`config.mk`:
```
export PLATFORM = sky130hd
export DESIGN_NAME = vec_umin_reduce
export DESIGN_NICKNAME = d
export VERILOG_FILES = /design/src/rtl/vumin_pkg.sv /design/src/rtl/vumin_min_tree.sv /design/src/rtl/vumin_chunk_min.sv /design/src/rtl/vec_umin_reduce.sv
export SDC_FILE = /design/constraint.sdc
export NUM_CORES = 2
export LEC_CHECK = 0
export BUFFER_PORTS_ARGS = -buffer_cell sky130_fd_sc_hd__buf_2
export CAP_MARGIN = 20
export CORE_MARGIN = 2
export CORE_UTILIZATION = 61
export CTS_CLUSTER_DIAMETER = 60
export DETAILED_ROUTE_END_ITERATION = 10
export GPL_TIMING_DRIVEN = 0
export PLACE_DENSITY = 0.84
export SYNTH_ARGS = -nofsm -noshare
export SYNTH_HDL_FRONTEND = slang
export SYNTH_SLANG_ARGS = --single-unit
```
`constraint.sdc`:
```
create_clock -name clk -period 11.55 [get_ports clk]
set_input_delay 2.31 -clock clk [delete_from_list [all_inputs] [get_ports clk]]
set_output_delay 2.31 -clock clk [all_outputs]
set_load 0.02 [all_outputs]
```
`src/rtl/vumin_pkg.sv`:
```
package vumin_pkg;

    localparam int unsigned LANE_W = 64;

    typedef enum logic [1:0] {
        ESZ_8  = 2'b00,
        ESZ_16 = 2'b01,
        ESZ_32 = 2'b10,
        ESZ_64 = 2'b11
    } esz_e;

    function automatic int unsigned esz_bits(esz_e s);
        return 32'd8 << s;
    endfunction

    function automatic logic [LANE_W-1:0] esz_ones(esz_e s);
        logic [LANE_W-1:0] r;
        unique case (s)
            ESZ_8:  r = 64'h0000_0000_0000_00FF;
            ESZ_16: r = 64'h0000_0000_0000_FFFF;
            ESZ_32: r = 64'h0000_0000_FFFF_FFFF;
            ESZ_64: r = 64'hFFFF_FFFF_FFFF_FFFF;
        endcase
        return r;
    endfunction

endpackage

```
`src/rtl/vumin_min_tree.sv`:
```
// Balanced unsigned-minimum tree; N must be a power of two.
module vumin_min_tree #(
    parameter int unsigned N = 4,
    parameter int unsigned W = 64
) (
    input  logic [N*W-1:0] leaves,
    output logic [W-1:0]   min_out
);

    localparam int unsigned LVLS = $clog2(N);

    for (genvar l = 0; l <= LVLS; l++) begin : g_lvl
        localparam int unsigned CNT = N >> l;
        logic [CNT*W-1:0] vals;
        if (l == 0) begin : g_base
            assign vals = leaves;
        end else begin : g_step
            for (genvar i = 0; i < CNT; i++) begin : g_cmp
                logic [W-1:0] lo_in;
                logic [W-1:0] hi_in;
                assign lo_in = g_lvl[l-1].vals[(2*i)*W +: W];
                assign hi_in = g_lvl[l-1].vals[(2*i+1)*W +: W];
                assign vals[i*W +: W] = (hi_in < lo_in) ? hi_in : lo_in;
            end
        end
    end

    assign min_out = g_lvl[LVLS].vals;

endmodule

```
`src/rtl/vumin_chunk_min.sv`:
```
// One 64-bit lane: predicate masking and in-lane reduction for all sizes.
module vumin_chunk_min
    import vumin_pkg::*;
#(
    parameter int unsigned CW = LANE_W
) (
    input  logic [CW-1:0]   data,
    input  logic [CW/8-1:0] pred,
    input  esz_e            size,
    output logic [CW-1:0]   min_out
);

    logic [CW-1:0] cand [4];

    for (genvar g = 0; g < 4; g++) begin : g_size
        localparam int unsigned EW = 8 << g;
        localparam int unsigned NE = CW / EW;
        logic [NE*EW-1:0] masked;
        logic [EW-1:0]    best;

        for (genvar e = 0; e < NE; e++) begin : g_elem
            assign masked[e*EW +: EW] = pred[(e*EW)/8] ? data[e*EW +: EW]
                                                      : {EW{1'b1}};
        end

        vumin_min_tree #(.N(NE), .W(EW)) u_tree (
            .leaves  (masked),
            .min_out (best)
        );

        assign cand[g] = CW'(best);
    end

    always_comb begin
        unique case (size)
            ESZ_8:  min_out = cand[0];
            ESZ_16: min_out = cand[1];
            ESZ_32: min_out = cand[2];
            ESZ_64: min_out = cand[3];
        endcase
    end

endmodule

```
`src/rtl/vec_umin_reduce.sv`:
```
module vec_umin_reduce
    import vumin_pkg::*;
#(
    parameter int unsigned VL = 256
) (
    input  logic            clk,
    input  logic            rst,
    input  logic            in_valid,
    input  logic [VL-1:0]   in_vec,
    input  logic [VL/8-1:0] in_pred,
    input  logic [1:0]      in_size,
    output logic            out_valid,
    output logic [VL-1:0]   out_scalar
);

    localparam int unsigned NCHUNK  = VL / LANE_W;
    localparam int unsigned PRED_PL = LANE_W / 8;

    esz_e              size_sel;
    logic [VL-1:0]     lane_min;
    logic              cap_valid;
    logic [VL-1:0]     cap_min;
    logic [LANE_W-1:0] merge_min;
    logic [LANE_W-1:0] res_q;

    assign size_sel = esz_e'(in_size);

    // Capture stage: per-lane masking and reduction
    for (genvar c = 0; c < NCHUNK; c++) begin : g_lane
        vumin_chunk_min #(.CW(LANE_W)) u_lane (
            .data    (in_vec[c*LANE_W +: LANE_W]),
            .pred    (in_pred[c*PRED_PL +: PRED_PL]),
            .size    (size_sel),
            .min_out (lane_min[c*LANE_W +: LANE_W])
        );
    end

    always_ff @(posedge clk) begin
        if (rst) begin
            cap_valid <= 1'b0;
            cap_min   <= '0;
        end else begin
            cap_valid <= in_valid;
            if (in_valid) begin
                cap_min <= lane_min;
            end
        end
    end

    // Merge stage: cross-lane tree
    vumin_min_tree #(.N(NCHUNK), .W(LANE_W)) u_merge (
        .leaves  (cap_min),
        .min_out (merge_min)
    );

    always_ff @(posedge clk) begin
        if (rst) begin
            out_valid <= 1'b0;
            res_q     <= '0;
        end else begin
            out_valid <= cap_valid;
            if (cap_valid) begin
                res_q <= merge_min;
            end
        end
    end

    assign out_scalar = VL'(res_q);

endmodule

```
==> impl_results.md <==
- Worst-path fanout max: 10
- I/O Buffers: 354
- Initial antenna violation count: 9
- Vias: 46,207
- Syn Inst Count: 5,508
- Number of detailed-route iterations in the first pass: 9
- Setup TNS: 0 ns
- Power Total: 5.388 mW
- CTS clk-pin slew, worst paths: 0.05 ns
- Compound-Gate Fraction of Synth Area: 0.2124
- DP Area: 46,080 um^2
- Post-DP HPWL: 139,600 um
- Slew Viols, Final: 0
- WP depth: 27
- Cell variety after synth: 93
- Hold WS: 0.4793 ns
- Seq cells post-synth: 322
- CP Class: input pin to flop
- Die X: 267.7 um
- DP Worst Slack: 1.428 ns
- Syn Area/Cell: 7.701 um^2
- Peak VDD IR: 0.09938 mV
- Global route overflow: 0
- Required time worst endpoint: 12.04 ns
- Setup Skew: 0.01773 ns
- Syn Std Cell Area: 42,420 um^2
- Core area: 68,710 um^2
- # IOs: 550
- Main synth FF type: dfxtp_1
- Fin crit share: 0.8509
- Drt total wl: 167,500 um
- Relative slew margins: 0.1802
- FMAX: 101.7 MHz
- Register area share after synthesis: 0.1520
- Hold Crit Class: flop to flop
- CTS Sinks: 322
- Clk buf depth: 3
- Root buffer cell: clkbuf_16
- XOR/XNOR Fraction of Synth Area: 0
- Finish-stage setup viols: 0
- Crit end category: flop
- Worst r2r src: cap_min[42]
- Async S/R FF share, synth: 0
- Final Instance Count excl. Fillers: 7,056
- Clock insertion delay at the later pin of the skew report: 0.58 ns
- Avg WL per Cell: 23.75 um
- Starting Density: 0.6174
- DRC viols: 0
- CTS hold repair buffers: 0
- CP max-delay cell: a21oi_1
- Layout cells sized above 1: 0.1424
- Largest stage delay on the critical path: 0.74 ns
- Largest family of logic cells by synthesized area: simple AND/OR/NAND/NOR gates
- Final core occ: 0.6887
- Number of core rows: 96
- Least-Margin Pin Slew: 1.225 ns
- Setup ws final: 1.722 ns
- Die Area: 71,660 um^2
- Status: completed
- Max Cap Viol: 0
- Area Growth Syn to Fin: 11.56%
- Mux share of post-synthesis cell area: 0.08056
- Power Density: 113.9 nW/um^2
- Post-Place Cells: 6,985
- Final hold vios: 0
- Post-CTS Setup Repair Bufs: 0
- Most common cell after layout, fill and taps aside: ha_1
- Htree depth: 2
- Buf+Inv Stages, Crit Path: 6
- Critical Path End: cap_min[128]
- First-pass GRT wire length: 245,100 um
- Pleak: 22.18 nW
- Most frequent cells in the layout: ha_1, inv_1, nand2b_1
- GRT Util Overall: 0.4469
- Worst Reg-to-Reg Cells: 22
- Die Y: 267.7 um
- R2R Setup Slk: 3.72 ns
- Largest net degree at the start of global routing: 14
- Final non-filler cell area: 47,320 um^2
- RSZ-0062 raised after global routing: false
- # nets final: 7,075
- Final Wtd Congestion: 1.148
- Vias/cell: 6.549
- Post_cts resized: 0
- Number of synthesis warnings: 0
- Number of synthesized flops with an enable pin: 0
- Reg2reg end: res_q[3]
- Adder-cell share of the synthesized area: 0.2032
- TritonCTS Buffers: 37
- Crit path time final: 9.828 ns
- Crit-path leading delay family: compound AO/OA/AOI/OAI gates
- Arrival @ worst endpoint: 10.31 ns
- Vias in the first global route: 41,682
- Critical path launch point: in_pred[20]
- CTS tree: built
- Initial drt markers: 6,412
- Setup crit start kind: input pin
- Simple-Gate Fraction of Synth Area: 0.2529
- Final ANT Viol Nets: 0
## worst min-delay path: cells and delay by family (launching register included)
family          cells  cell delay [ns]
flops               1             0.32
simple gates        1             0.06
compound gates      1             0.05
## per-layer routing
layer | wire length (um) | part of all wire | global-route usage | vias to the layer above
met5 | 45 | 0.00027 | 0 | -
met4 | 12480 | 0.074 | 0.2709 | 6
met3 | 24810 | 0.15 | 0.1227 | 825
met2 | 66990 | 0.40 | 0.6538 | 3439
met1 | 63220 | 0.38 | 0.5816 | 21068
li1 | - | - | - | 20869
## cell families (layout without fill, tap and decap cells)
| family | count (synthesis) | after routing |
|---|---|---|
| adders and majority gates | 689 | 689 |
| DFF | 322 | 322 |
| AOI/OAI and AO/OA | 1341 | 1341 |
| other | 1 | 200 |
| muxes | 325 | 325 |
| and+or+nand+nor | 1927 | 1927 |
| buffers and inverters | 903 | 1321 |
## layout make-up
| cell class | instances | area [um^2] |
|---|---|---|
| timing repair buffer | 355 | 1777 |
| multi-input combinational | 4474 | 32490 |
| inverter | 427 | 1603 |
| sequential | 322 | 6446 |
| tap | 931 | 1165 |
| fill | 5806 | 21390 |
| buffer | 476 | 2592 |
| clock buffer | 48 | 1027 |
| antenna | 8 | 20.02 |
| clock inverter | 15 | 195.2 |
## flip-flops by register name, indices dropped and copies added, names as in the netlist
register   cells
cap_valid      1
cap_min      256
out_valid      1
res_q         64
## where the power goes
group	internal [mW]	total [mW]	leakage (nW)	switching (mW)
registers	1.18	1.27	2.63	0.0910
logic	1.08	2.88	19.0	1.80
clock network	0.718	1.23	0.599	0.515
total	2.99	5.39	22.2	2.40
## worst min-delay path by stage
stage                 start           end  slack (ns)  cells past startpoint
5_1_grt        cap_min[157]  cap_min[157]        0.51                      2
3_3_place_gp    cap_min[15]   cap_min[15]        0.45                      2
3_5_place_dp    cap_min[14]   cap_min[14]        0.47                      2
2_1_floorplan   cap_min[14]   cap_min[14]        0.44                      2
4_1_cts         cap_min[14]   cap_min[14]        0.47                      2
6_report        cap_min[14]   cap_min[14]        0.48                      2
## Yosys cell counts (25+ instances only)
| master | count | area, um^2 |
|---|---|---|
| nand2_1 | 250 | 938.4 |
| nor4_1 | 28 | 175.2 |
| o311ai_1 | 62 | 543.0 |
| nor2b_1 | 316 | 1977 |
| o221ai_1 | 28 | 245.2 |
| ha_1 | 689 | 8621 |
| nor3_1 | 166 | 830.8 |
| dfxtp_1 | 322 | 6446 |
| o22ai_1 | 50 | 312.8 |
| buf_4 | 192 | 1441 |
| o211ai_1 | 52 | 390.4 |
| a21oi_1 | 373 | 1867 |
| mux2_2 | 130 | 1464 |
| or4b_1 | 63 | 630.6 |
| nor2_1 | 345 | 1295 |
| a21o_1 | 106 | 795.8 |
| buf_2 | 25 | 125.1 |
| o31ai_1 | 34 | 255.2 |
| a211oi_1 | 37 | 277.8 |
| o21ai_0 | 231 | 1156 |
| inv_1 | 425 | 1595 |
| clkbuf_1 | 238 | 893.4 |
| nand3_1 | 95 | 475.5 |
| nand4_1 | 95 | 594.3 |
| nand2b_1 | 393 | 2459 |
| or3_1 | 33 | 206.5 |
| o21a_1 | 37 | 277.8 |
| mux2i_1 | 194 | 1942 |
| a22oi_1 | 67 | 503.0 |
| or3b_2 | 65 | 569.3 |
Note: power is estimated with default switching activity, not from simulation.
